$ cat config.mk
export PLATFORM = sky130hd
export DESIGN_NAME = wrap_burst_gen
export DESIGN_NICKNAME = d
export VERILOG_FILES = /design/src/rtl/wbg_pkg.sv /design/src/rtl/wbg_datapath.sv /design/src/rtl/wbg_ctrl.sv /design/src/rtl/wrap_burst_gen.sv
export SDC_FILE = /design/constraint.sdc
export NUM_CORES = 1
export LEC_CHECK = 0
export BUFFER_PORTS_ARGS = -buffer_cell sky130_fd_sc_hd__buf_4
export CAP_MARGIN = 30
export CORE_ASPECT_RATIO = 1.4
export CORE_MARGIN = 5
export CORE_UTILIZATION = 47
export DETAILED_ROUTE_END_ITERATION = 8
export GPL_TIMING_DRIVEN = 0
export MAX_ROUTING_LAYER = met4
export PLACE_DENSITY = 0.79
export SYNTH_ARGS = -nofsm -noshare
export SYNTH_HDL_FRONTEND = slang
export SYNTH_SLANG_ARGS = --single-unit
$ cat constraint.sdc
create_clock -name clk -period 3 [get_ports clk]
set_input_delay 0.3 -clock clk [delete_from_list [all_inputs] [get_ports clk]]
set_output_delay 0.3 -clock clk [all_outputs]
set_load 0.03 [all_outputs]
$ cat src/rtl/wbg_pkg.sv
package wbg_pkg;
  typedef struct packed {
    logic load;  // capture start address and line mask
    logic step;  // advance to the next beat address
  } wbgStrobes_t;
endpackage

$ cat src/rtl/wbg_datapath.sv
module wbg_datapath
  import wbg_pkg::*;
#(
  parameter int ADDR_W    = 32,
  parameter int LSZ_W     = 8,
  parameter int MIN_WORDS = 4,
  parameter int MAX_WORDS = 32
) (
  input  logic              clk,
  input  logic              rstN,
  input  logic              cfgWrEn,
  input  logic [LSZ_W-1:0]  cfgWrData,
  input  logic [ADDR_W-1:0] startAddr,
  input  wbgStrobes_t       strobes,
  output logic [LSZ_W-1:0]  lineWords,
  output logic [ADDR_W-1:0] addr
);
  localparam int OFF_W = $clog2(MAX_WORDS) + 2;

  logic [OFF_W-1:0]  burstMask;
  logic [OFF_W-1:0]  newMask;
  logic [LSZ_W+1:0]  lineBytesM1;
  logic [ADDR_W-1:0] fullMask;
  logic [ADDR_W-1:0] incAddr;
  logic [ADDR_W-1:0] nextAddr;
  logic              wrLegal;

  // legal: power of two inside the supported word range
  always_comb begin
    wrLegal = (int'(cfgWrData) >= MIN_WORDS) && (int'(cfgWrData) <= MAX_WORDS)
              && ((cfgWrData & (cfgWrData - LSZ_W'(1))) == '0);
  end

  always_ff @(posedge clk) begin
    if (!rstN) lineWords <= '0;
    else if (cfgWrEn) lineWords <= wrLegal ? cfgWrData : '0;
  end

  always_comb begin
    lineBytesM1 = {lineWords, 2'b00} - (LSZ_W+2)'(1);
    newMask     = (lineWords == '0) ? '0 : lineBytesM1[OFF_W-1:0];
  end

  always_comb begin
    fullMask = {{(ADDR_W-OFF_W){1'b0}}, burstMask};
    incAddr  = addr + ADDR_W'(4);
    if (burstMask == '0) nextAddr = incAddr;
    else nextAddr = (addr & ~fullMask) | (incAddr & fullMask);
  end

  always_ff @(posedge clk) begin
    if (!rstN) begin
      addr      <= '0;
      burstMask <= '0;
    end else if (strobes.load) begin
      addr      <= {startAddr[ADDR_W-1:2], 2'b00};
      burstMask <= newMask;
    end else if (strobes.step) begin
      addr <= nextAddr;
    end
  end
endmodule

$ cat src/rtl/wbg_ctrl.sv
module wbg_ctrl
  import wbg_pkg::*;
#(
  parameter int CNT_W = 8
) (
  input  logic             clk,
  input  logic             rstN,
  input  logic             startReq,
  input  logic [CNT_W-1:0] startBeats,
  input  logic             beatAccept,
  output wbgStrobes_t      strobes,
  output logic             valid,
  output logic             last
);
  logic [CNT_W-1:0] remaining;
  logic             startOk;

  always_comb begin
    startOk      = startReq && !valid && (startBeats != '0);
    last         = valid && (remaining == CNT_W'(1));
    strobes.load = startOk;
    strobes.step = valid && beatAccept && !last;
  end

  always_ff @(posedge clk) begin
    if (!rstN) begin
      valid     <= 1'b0;
      remaining <= '0;
    end else if (startOk) begin
      valid     <= 1'b1;
      remaining <= startBeats;
    end else if (valid && beatAccept) begin
      if (last) valid <= 1'b0;
      else remaining <= remaining - CNT_W'(1);
    end
  end
endmodule

$ cat src/rtl/wrap_burst_gen.sv
module wrap_burst_gen
  import wbg_pkg::*;
#(
  parameter int ADDR_W    = 32,
  parameter int LSZ_W     = 8,
  parameter int CNT_W     = 8,
  parameter int MIN_WORDS = 4,
  parameter int MAX_WORDS = 32
) (
  input  logic              clk,
  input  logic              rstN,
  input  logic              cfgWrEn,
  input  logic [LSZ_W-1:0]  cfgWrData,
  output logic [LSZ_W-1:0]  cfgLineWords,
  input  logic              startReq,
  input  logic [ADDR_W-1:0] startAddr,
  input  logic [CNT_W-1:0]  startBeats,
  input  logic              beatAccept,
  output logic [ADDR_W-1:0] beatAddr,
  output logic              beatValid,
  output logic              beatLast
);
  wbgStrobes_t strobes;

  wbg_ctrl #(.CNT_W(CNT_W)) uCtrl (
    .clk(clk), .rstN(rstN), .startReq(startReq), .startBeats(startBeats),
    .beatAccept(beatAccept), .strobes(strobes), .valid(beatValid), .last(beatLast)
  );

  wbg_datapath #(
    .ADDR_W(ADDR_W), .LSZ_W(LSZ_W), .MIN_WORDS(MIN_WORDS), .MAX_WORDS(MAX_WORDS)
  ) uData (
    .clk(clk), .rstN(rstN), .cfgWrEn(cfgWrEn), .cfgWrData(cfgWrData),
    .startAddr(startAddr), .strobes(strobes), .lineWords(cfgLineWords), .addr(beatAddr)
  );
endmodule

# [Word-level counts from Yosys, hierarchy flattened]
# Cells that the tools add are included.
[classes] n_addsub=4 n_lt_le_gt_ge=2 n_eq_ne=2 n_mux=11 n_bitwise=6 reduce_logical=19
[op_table] operator="$mux W32" n=3
[op_table] operator="$add A32 B3 Y32 const B" n=1
[op_table] operator="$and A32 B32 Y32" n=1
[op_table] operator="$and A32 B7 Y32" n=1
[op_table] operator="$mux W8" n=4
[op_table] operator="$not A7 Y32" n=1
[op_table] operator="$or A32 B32 Y32" n=1
[op_table] operator="$logic_not A8 Y1" n=2
[op_table] operator="$sub A8 B1 Y8 const B" n=2
[op_table] operator="$and A8 B8 Y8" n=1
[op_table] operator="$eq A8 B1 Y1 const B" n=1
[op_table] operator="$ge A8 B3 Y1 const B" n=1
[op_table] operator="$le A8 B6 Y1 const B" n=1
[op_table] operator="$reduce_bool A8 Y1" n=1
[op_table] operator="$logic_and A1 B1 Y1" n=7
[op_table] operator="$logic_not A7 Y1" n=1
[op_table] operator="$mux W7" n=1
[op_table] operator="$sub A7 B1 Y7 const B" n=1
[op_table] operator="$reduce_bool A2 Y1" n=3
[op_table] operator="$reduce_and A2 Y1" n=2
[op_table] operator="$mux W1" n=3
[op_table] operator="$logic_not A1 Y1" n=2
[op_table] operator="$ne A2 B1 Y1 const B" n=1
[op_table] operator="$reduce_or A2 Y1" n=1
[op_table] operator="$not A1 Y1" n=1
[totals] register_bits=56 inputBits=53 output_inout_bits=42 word_cells=50

# [Depth between registers and ports, before layout]
# Gate-level depths: netlist of the first run.
[depth] word_depth=6 ltp_mapped=9 depth_no_buf=7

# [By module]
# A second synthesis of the first run with hierarchy kept.
[unflattened] cells_unflattened=347 hier_area_um2=2910.3
[by_module_without_submodules] module="wbg_datapath" n_inst=1 cells_per_inst=276 area_each_um2=2311.0 seq_area_each_um2=920.9
[by_module_without_submodules] module="wbg_ctrl" n_inst=1 cells_per_inst=71 area_each_um2=599.3 seq_area_each_um2=180.2

# [Least setup slack after synthesis of the first run]
# Ideal clock, no wire load.
[synth_timing] path_kind="register to register" from="reg uData.addr[5]" to="reg uData.addr[31]" setup_time_ns=0.063 arrival_ns=2.330 required_time_ns=2.937 setup_slack_ns=0.607 path_stages_with_launch=6 path_buffers=0 period_less_slack_ns=2.393 cell_sequence="dfxtp_1 > nand4_2 > nor4_1 > or2b_2 > or4_1 > nand3_1"
[synth_between] elab_chain_cells=6
[synth_rtl] item="from (decl)" line="wbg_datapath.sv:16" text="output logic [ADDR_W-1:0] addr"
[synth_rtl] item="from (signal assigned)" line="wbg_datapath.sv:56" text="addr <= {startAddr[ADDR_W-1:2], 2'b00};"
[synth_rtl] item="from (signal assigned)" line="wbg_datapath.sv:59" text="addr <= nextAddr;"
[synth_rtl] item="$add A32 B3 Y32 (*)" line="wbg_datapath.sv:46" text="incAddr = addr + ADDR_W'(4);"
[synth_rtl] item="$and A32 B7 Y32" line="wbg_datapath.sv:48" text="else nextAddr = (addr & ~fullMask) | (incAddr & fullMask);"
[synth_rtl] item="$or A32 B32 Y32" line="wbg_datapath.sv:48"
[synth_rtl] item="$mux W32 (*)" line="wbg_datapath.sv:47" text="if (burstMask == '0) nextAddr = incAddr;"
[synth_rtl] item="$mux W32 (*)" line="wbg_datapath.sv:58" text="end else if (strobes.step) begin"
[synth_rtl] item="$mux W32 (*)" line="wbg_datapath.sv:55" text="end else if (strobes.load) begin"
# Every way passes the cells marked *; elsewhere a longest branch is shown, timed or not. The select of a mux whose other input is x is not followed.
# A chain may end at the register's enable or synchronous reset.

# [Final worst setup path of the first run]
[layout_timing] from="reg uCtrl.remaining[2]" to="out beatLast"
[layout_between] elab_chain_cells=2
[layout_rtl] item="from (decl)" line="wbg_ctrl.sv:15" text="logic [CNT_W-1:0] remaining;"
[layout_rtl] item="from (signal assigned)" line="wbg_ctrl.sv:31" text="remaining <= startBeats;"
[layout_rtl] item="from (signal assigned)" line="wbg_ctrl.sv:34" text="else remaining <= remaining - CNT_W'(1);"
[layout_rtl] item="$eq A8 B1 Y1" line="wbg_ctrl.sv:20" text="last = valid && (remaining == CNT_W'(1));"
[layout_rtl] item="$logic_and A1 B1 Y1" line="wbg_ctrl.sv:20"
[layout_rtl] item="to (decl)" line="wrap_burst_gen.sv:21" text="output logic beatLast"
# No other way between the ends.

==> flow_metrics.tcl, run 1 <==
set metrics [dict create \
    reg2reg_to "uData.addr[31]" \
    track_usage_pct 25.1 \
    rr_startpoint "uData.addr[5]" \
    setup_ws_ns 0.223 \
    clk_pin_slew_ns 0.10 \
    vdd_drop_max_uv 269 \
    clkPwrFrac_pct 28.6 \
    setup-violations-final 0 \
    power_frac_comb_pct 23.1 \
    worst_slew_pin_slew_ns 0.966 \
    ys_seq_area_share_pct 34.9 \
    coreArea_mm2 0.00657 \
    ios 95 \
    drc_errors 0 \
    layout.area.seq_mm2 0.00110 \
    root_buffer "clkbuf_8" \
    slew_viol_final 0 \
    hp-class "input port to flop" \
    layout_commonest_cell "buf_4" \
    worstSetupStartpointType "flop" \
    synthCells 399 \
    post_cts_buffers 0 \
    synth.ff_latch_count 55 \
    whs_ns 0.175 \
    cts_resized 0 \
    antenna_found_initial 0 \
    clock.fmax_mhz 360 \
    async_reset_ff_share_pct 0 \
    dr.pass1.iters 5 \
    rsz0062_at_grt "no" \
    startpoint "uCtrl.remaining[2]" \
    hold_depth 2 \
    dieWidth_um 79.3 \
    grt_overflow_total 0 \
    pwr-share-seq_pct 48.3 \
    hold_viol 0 \
    p_sw_share_pct 31.2 \
    postCtsHoldBufs 0 \
    required_ns 2.70 \
    p_per_area_mw_per_mm2 425 \
    p_sw_mw 0.537 \
    multiInputGateArea_mm2 0.00186 \
    start_util_pct 48.1 \
    grt_pass1_wl_um 16700 \
    vias 3589 \
    post-route-period-util_pct 92.6 \
    cts.sinks 55 \
    port_buffers 92 \
    slew_headroom_pct 35.0 \
    die_h_um 107 \
    ys.flop_type "dfxtp_1" \
    placementRows 35 \
    finalSetupTns_ns 0 \
    layout_common_cells "buf_4, dfxtp_1, nand2_1" \
    leakage_nw 1.60 \
    nFillCells 598 \
    max_cap_viol_count 0 \
    crit_type "flop to output pin" \
    cts_tree "yes" \
    min-delay-start "cfgWrEn" \
    h-tree-depth 2 \
    viasPerCell 6.27 \
    nNetsFinal 555 \
    routabilityCongestion 0.931 \
    yosys_warnings 0 \
    synth-edff-count 0 \
    n_antenna_cell 0 \
    syn_area_mm2 0.00316 \
    finalPower_mw 1.72 \
    die_area_mm2 0.00848 \
    routed_wl_um 10300 \
    reg2reg_depth 5 \
    drive_above_1_share_pct 23.9 \
    worstPathMaxFanout 10 \
    rrSetupSlack_ns 0.23 \
    avgSynthCellArea_um2 7.91 \
    grt_pass1_vias 3487 \
    cts_buffers 5 \
    p_int_mw 1.18 \
    cts_buffer_depth 2 \
    drtIter0Drc 352 \
    insertion_delay_ns 0.31 \
    grt_max_degree 16 \
    area_growth_pct 28.1 \
    wl_per_cell_um 18.0 \
    end_kind "output pin" \
    skew_ns 0.0152 \
    status "complete, no violations" \
    hold_end "uData.lineWords[0]" \
    netlist-cell-type-count 61 \
    cp_data_arrival_time_ns 2.48 \
    pre_cts_ws_ns 0.317 \
    fin_crit_ns 2.78 \
    synthesis.nets 456 \
    dpl.hpwl_um 7890 \
    postRouteAntennaNets 0 \
]
## sequential cells by signal, summed over array words and instances, names as in the netlist, named ones only
register / flops
uData.addr: 30
uCtrl.remaining: 8
uData.lineWords: 8
uData.burstMask: 6
uCtrl.valid: 1
## cells by family after synthesis
logic type,share of synthesized area [%]
xor gates and xnor gates,2.22
DFF,34.9
muxes,0.634
and+or+nand+nor,31.1
adders and majority gates,1.58
AOI/OAI and AO/OA,23.5
buffers and inverters,6.10
## stage by stage
step	util (%)	instances	area, um2
after detailed placement	60.0	565	3940
after global routing	61.6	572	4040
after CTS	61.6	572	4040
final	61.6	572	4040
after global placement	60.0	565	3940
after floorplan	-	399	3160
## critical path: stages, from the launching register on
cell and delay [ns]:
dfxtp_1 0.37, or4_1 0.54, buf_2 0.17, nor3_1 0.34, clkbuf_1 0.40, and2_1 0.19, buf_4 0.15
## power groups by stage
stage                     clock (mW)  combinational (mW)  sequential (mW)
after floorplan                    0               0.177            0.889
after global placement             0               0.389            0.843
after detailed placement           0               0.393            0.845
after CTS                      0.493               0.395            0.828
after global routing           0.528               0.428            0.839
final                          0.491               0.397            0.830
## metal layers
layer / track usage, % / vias up / wire length (um)
met2: 43.2 / 196 / 5220
met1: 28.1 / 1650 / 3970
met4: 10.7 / 0 / 319
li1: - / 1710 / -
met3: 5.04 / 33 / 776
met5: - / - / 0
## cell usage after synthesis (4+ instances only)
library cell   n  area share (%)
a211oi_1       7             1.7
nand3_1       19             3.0
o21ai_0       21             3.3
ha_1           4             1.6
o31ai_1        4            0.95
or4_1          7             1.7
nand4_1       11             2.2
a22oi_1        8             1.9
a32oi_1        4             1.1
nand2_1       40             4.8
inv_1         12             1.4
clkbuf_8       4             1.7
nand4b_1       4             1.1
nor2_1        28             3.3
clkbuf_1      14             1.7
xnor2_1        8             2.2
a21oi_1       26             4.1
nor3_1        21             3.3
nor4_1        13             2.6
and3_1        12             2.4
or3_1          5            0.99
a31oi_1       15             3.0
dfxtp_1       55              35
## worst max path at each step
| stage | endpoint | depth (start not counted) | slack (ns) |
|---|---|---|---|
| 2_1_floorplan | uData.addr[31] | 5 | 0.61 |
| 3_3_place_gp | uData.addr[31] | 5 | 0.35 |
| 3_5_place_dp | uData.addr[31] | 5 | 0.32 |
| 4_1_cts | beatLast | 6 | 0.23 |
| 5_1_grt | beatLast | 6 | 0.03 |
| 6_report | beatLast | 6 | 0.22 |
## area by class of cell
class                           count  area share [%]
Multi-Input combinational cell    308            46.1
Sequential cell                    55            27.2
Timing Repair Buffer               92            17.1
Buffer                             24            3.65
Tap cell                           74            2.29
Clock buffer                        6            1.79
Inverter                           12            1.11
Clock inverter                      1           0.743
(Power assumes the default switching activity.)
==> inputs of run 2 (changes only) <==
- ABC_AREA: unset -> 1
- PLACE_DENSITY: 0.79 -> 0.77
==> run 2 against run 1 <==
Synthesized area grew 20%. Cell count grew 48%. Sequential share of layout area shrank 3.9 points. Clock skew shrank 0.0058 ns. Register-to-register slack gained 0.90 ns. Largest cell class unchanged.
==> flow_metrics.tcl, run 2 <==
set metrics [dict create \
    status "complete, no violations" \
    drive_above_1_share_pct 18.6 \
    nNetsFinal 805 \
    drtIter0Drc 239 \
    dpl.hpwl_um 9210 \
    grt_overflow_total 0 \
    largest-register "uData.addr" \
    finalSetupTns_ns 0 \
    leakage_nw 2.31 \
    clk_pin_slew_ns 0.11 \
    netlist-cell-type-count 34 \
    final_cell_area_mm2 0.00472 \
    cts.sinks 55 \
    routabilityCongestion 0.968 \
    cp_cell_sequence "ha_1, nand3_1, nor2_1, inv_1, nor2_1, nand2_1, nand2_1, nand3_1, a21oi_1" \
    slew_viol_final 0 \
    post-route-period-util_pct 62.4 \
    hold_viol 0 \
    ys_top_cells_by_count "nand2_1, nor2_1, inv_1" \
    wl_per_cell_um 13.2 \
    fin_crit_ns 1.87 \
    dr.pass1.iters 5 \
    grt_pass1_wl_um 18400 \
    async_reset_ff_share_pct 0 \
    netlist.area_leader.share_pct 28.9 \
    slew_headroom_pct 62.0 \
    antenna_found_initial 0 \
    whs_ns 0.269 \
    required_ns 3.26 \
    post_cts_buffers 0 \
    largest_reg_flops 30 \
    die_h_um 116 \
    layout_common_cells "nand2_1, nor2_1, buf_4" \
    n_antenna_cell 0 \
    dieWidth_um 86.0 \
    synth.ff_latch_count 55 \
    cpPeakStageDelay_ns 0.50 \
    routed-wl-met3_um 693 \
    yosys_warnings 0 \
    grt_pass1_vias 4135 \
    met2_length_um 6020 \
    routed_wl_um 11200 \
    cts_tree "yes" \
    crit_type "flop to flop" \
    synth_top_area_cell "dfxtp_1" \
    vdd_drop_max_uv 237 \
    setup-violations-final 0 \
    hp-class "input port to flop" \
    die_area_mm2 0.0100 \
    worstSetupStartpointType "flop" \
    coreArea_mm2 0.00785 \
    start_util_pct 48.5 \
    worst_slew_pin_slew_ns 0.570 \
    postRouteAntennaNets 0 \
    synth.most_common_cell "nand2_1" \
    ios 95 \
    synthCells 649 \
    worstPathMaxFanout 6 \
    cts_resized 0 \
    rsz0062_at_grt "no" \
    synth-edff-count 0 \
    root_buffer "clkbuf_8" \
    cp_data_arrival_time_ns 2.13 \
    clock.fmax_mhz 534 \
    wl_met1_um 4150 \
    path_buf_inv 1 \
    vias 4282 \
    top_layer_used "met4" \
    ys_seq_area_share_pct 28.9 \
    p_per_area_mw_per_mm2 434 \
    skew_ns 0.00939 \
    avgSynthCellArea_um2 5.86 \
    insertion_delay_ns 0.32 \
    synthesis.nets 706 \
    ys.flop_type "dfxtp_1" \
    finalPower_mw 2.05 \
    cp_top_family "simple AND/OR/NAND/NOR gates" \
    postCtsHoldBufs 0 \
    viasPerCell 5.04 \
    cp_slowest_cell "dfxtp_1" \
    stdcell_count 849 \
    placementRows 38 \
    h-tree-depth 2 \
    port_buffers 92 \
    end_kind "flop" \
    layout_commonest_cell "nand2_1" \
    synth_area_leaders "dfxtp_1, nand2_1, nor2_1" \
    drc_errors 0 \
    cts_buffers 5 \
    placed_area_mm2 0.00462 \
    cts_buffer_depth 2 \
    syn_area_mm2 0.00380 \
    area_growth_pct 24.0 \
    grt_max_degree 20 \
    place_inst 841 \
    track_usage_pct 23.5 \
    largestRegisters "uData.addr: 30 flops, uCtrl.remaining: 8 flops, uData.lineWords: 8 flops" \
    max_cap_viol_count 0 \
]
run 2: changes by cell type after synthesis, moves of 14 or more:
cell | before | now
nor2_1 | 28 | 109
nand2_1 | 40 | 198
a21oi_1 | 26 | 40
inv_1 | 12 | 86
a31oi_1 | 15 | 0
nand3_1 | 19 | 53
nor3_1 | 21 | 2
run 2: worst min-delay path: cells and delay by family:
kind                   cells  cell delay (ns)
AND/OR/NAND/NOR            2             0.10
buffers and inverters      1             0.10
AO/OA/AOI/OAI              1             0.05
run 2: stage by stage:
stage | utilization (%) | setup slack (ns)
global route | 60.1 | 0.967
finish | 60.1 | 1.13
detailed placement | 58.9 | 1.18
CTS | 60.1 | 1.14
floorplan | - | 1.28
global placement | 58.9 | 1.21
run 2: area by class of cell:
cell class	instances	area [um2]
fill	773	3130
buffer	17	121
clock buffer	5	68.8
sequential	55	1100
timing repair buffer	92	691
clock inverter	3	28.8
inverter	91	343
multi-input combinational	486	2240
tap	100	125
run 2: path summary, 6_finish.rpt:
kind,from,end,slack (ns),cells after the start
worst max-delay path,uData.addr[3],uData.addr[24],1.13,9
worst min-delay path,beatAccept,uCtrl.valid,0.27,4
worst max register to register,uData.addr[3],uData.addr[24],1.13,9
worst min register to register,flop,flop,0.44,2
run 2: report_power, final:
part	total [mW]	switching (mW)	internal (mW)
logic	0.701	0.431	0.270
registers	0.889	0.0906	0.799
clock network	0.457	0.283	0.174
total	2.05	0.804	1.24
run 2: layer usage:
layer  global-route usage, %  up-vias
met1                    23.0     1910
li1                        -     2218
met3                    3.74       27
met5                       -        -
met4                    10.2        0
met2                    44.9      127
run 2: logic make-up after synthesis:
family	Yosys count	share of synthesized area, %
AO/OA/AOI/OAI	78	11.0
buffers and inverters	108	12.2
XOR/XNOR	8	1.84
adder cells (fa/ha/maj)	4	1.32
flip-flops	55	28.9
AND/OR/NAND/NOR	396	44.8
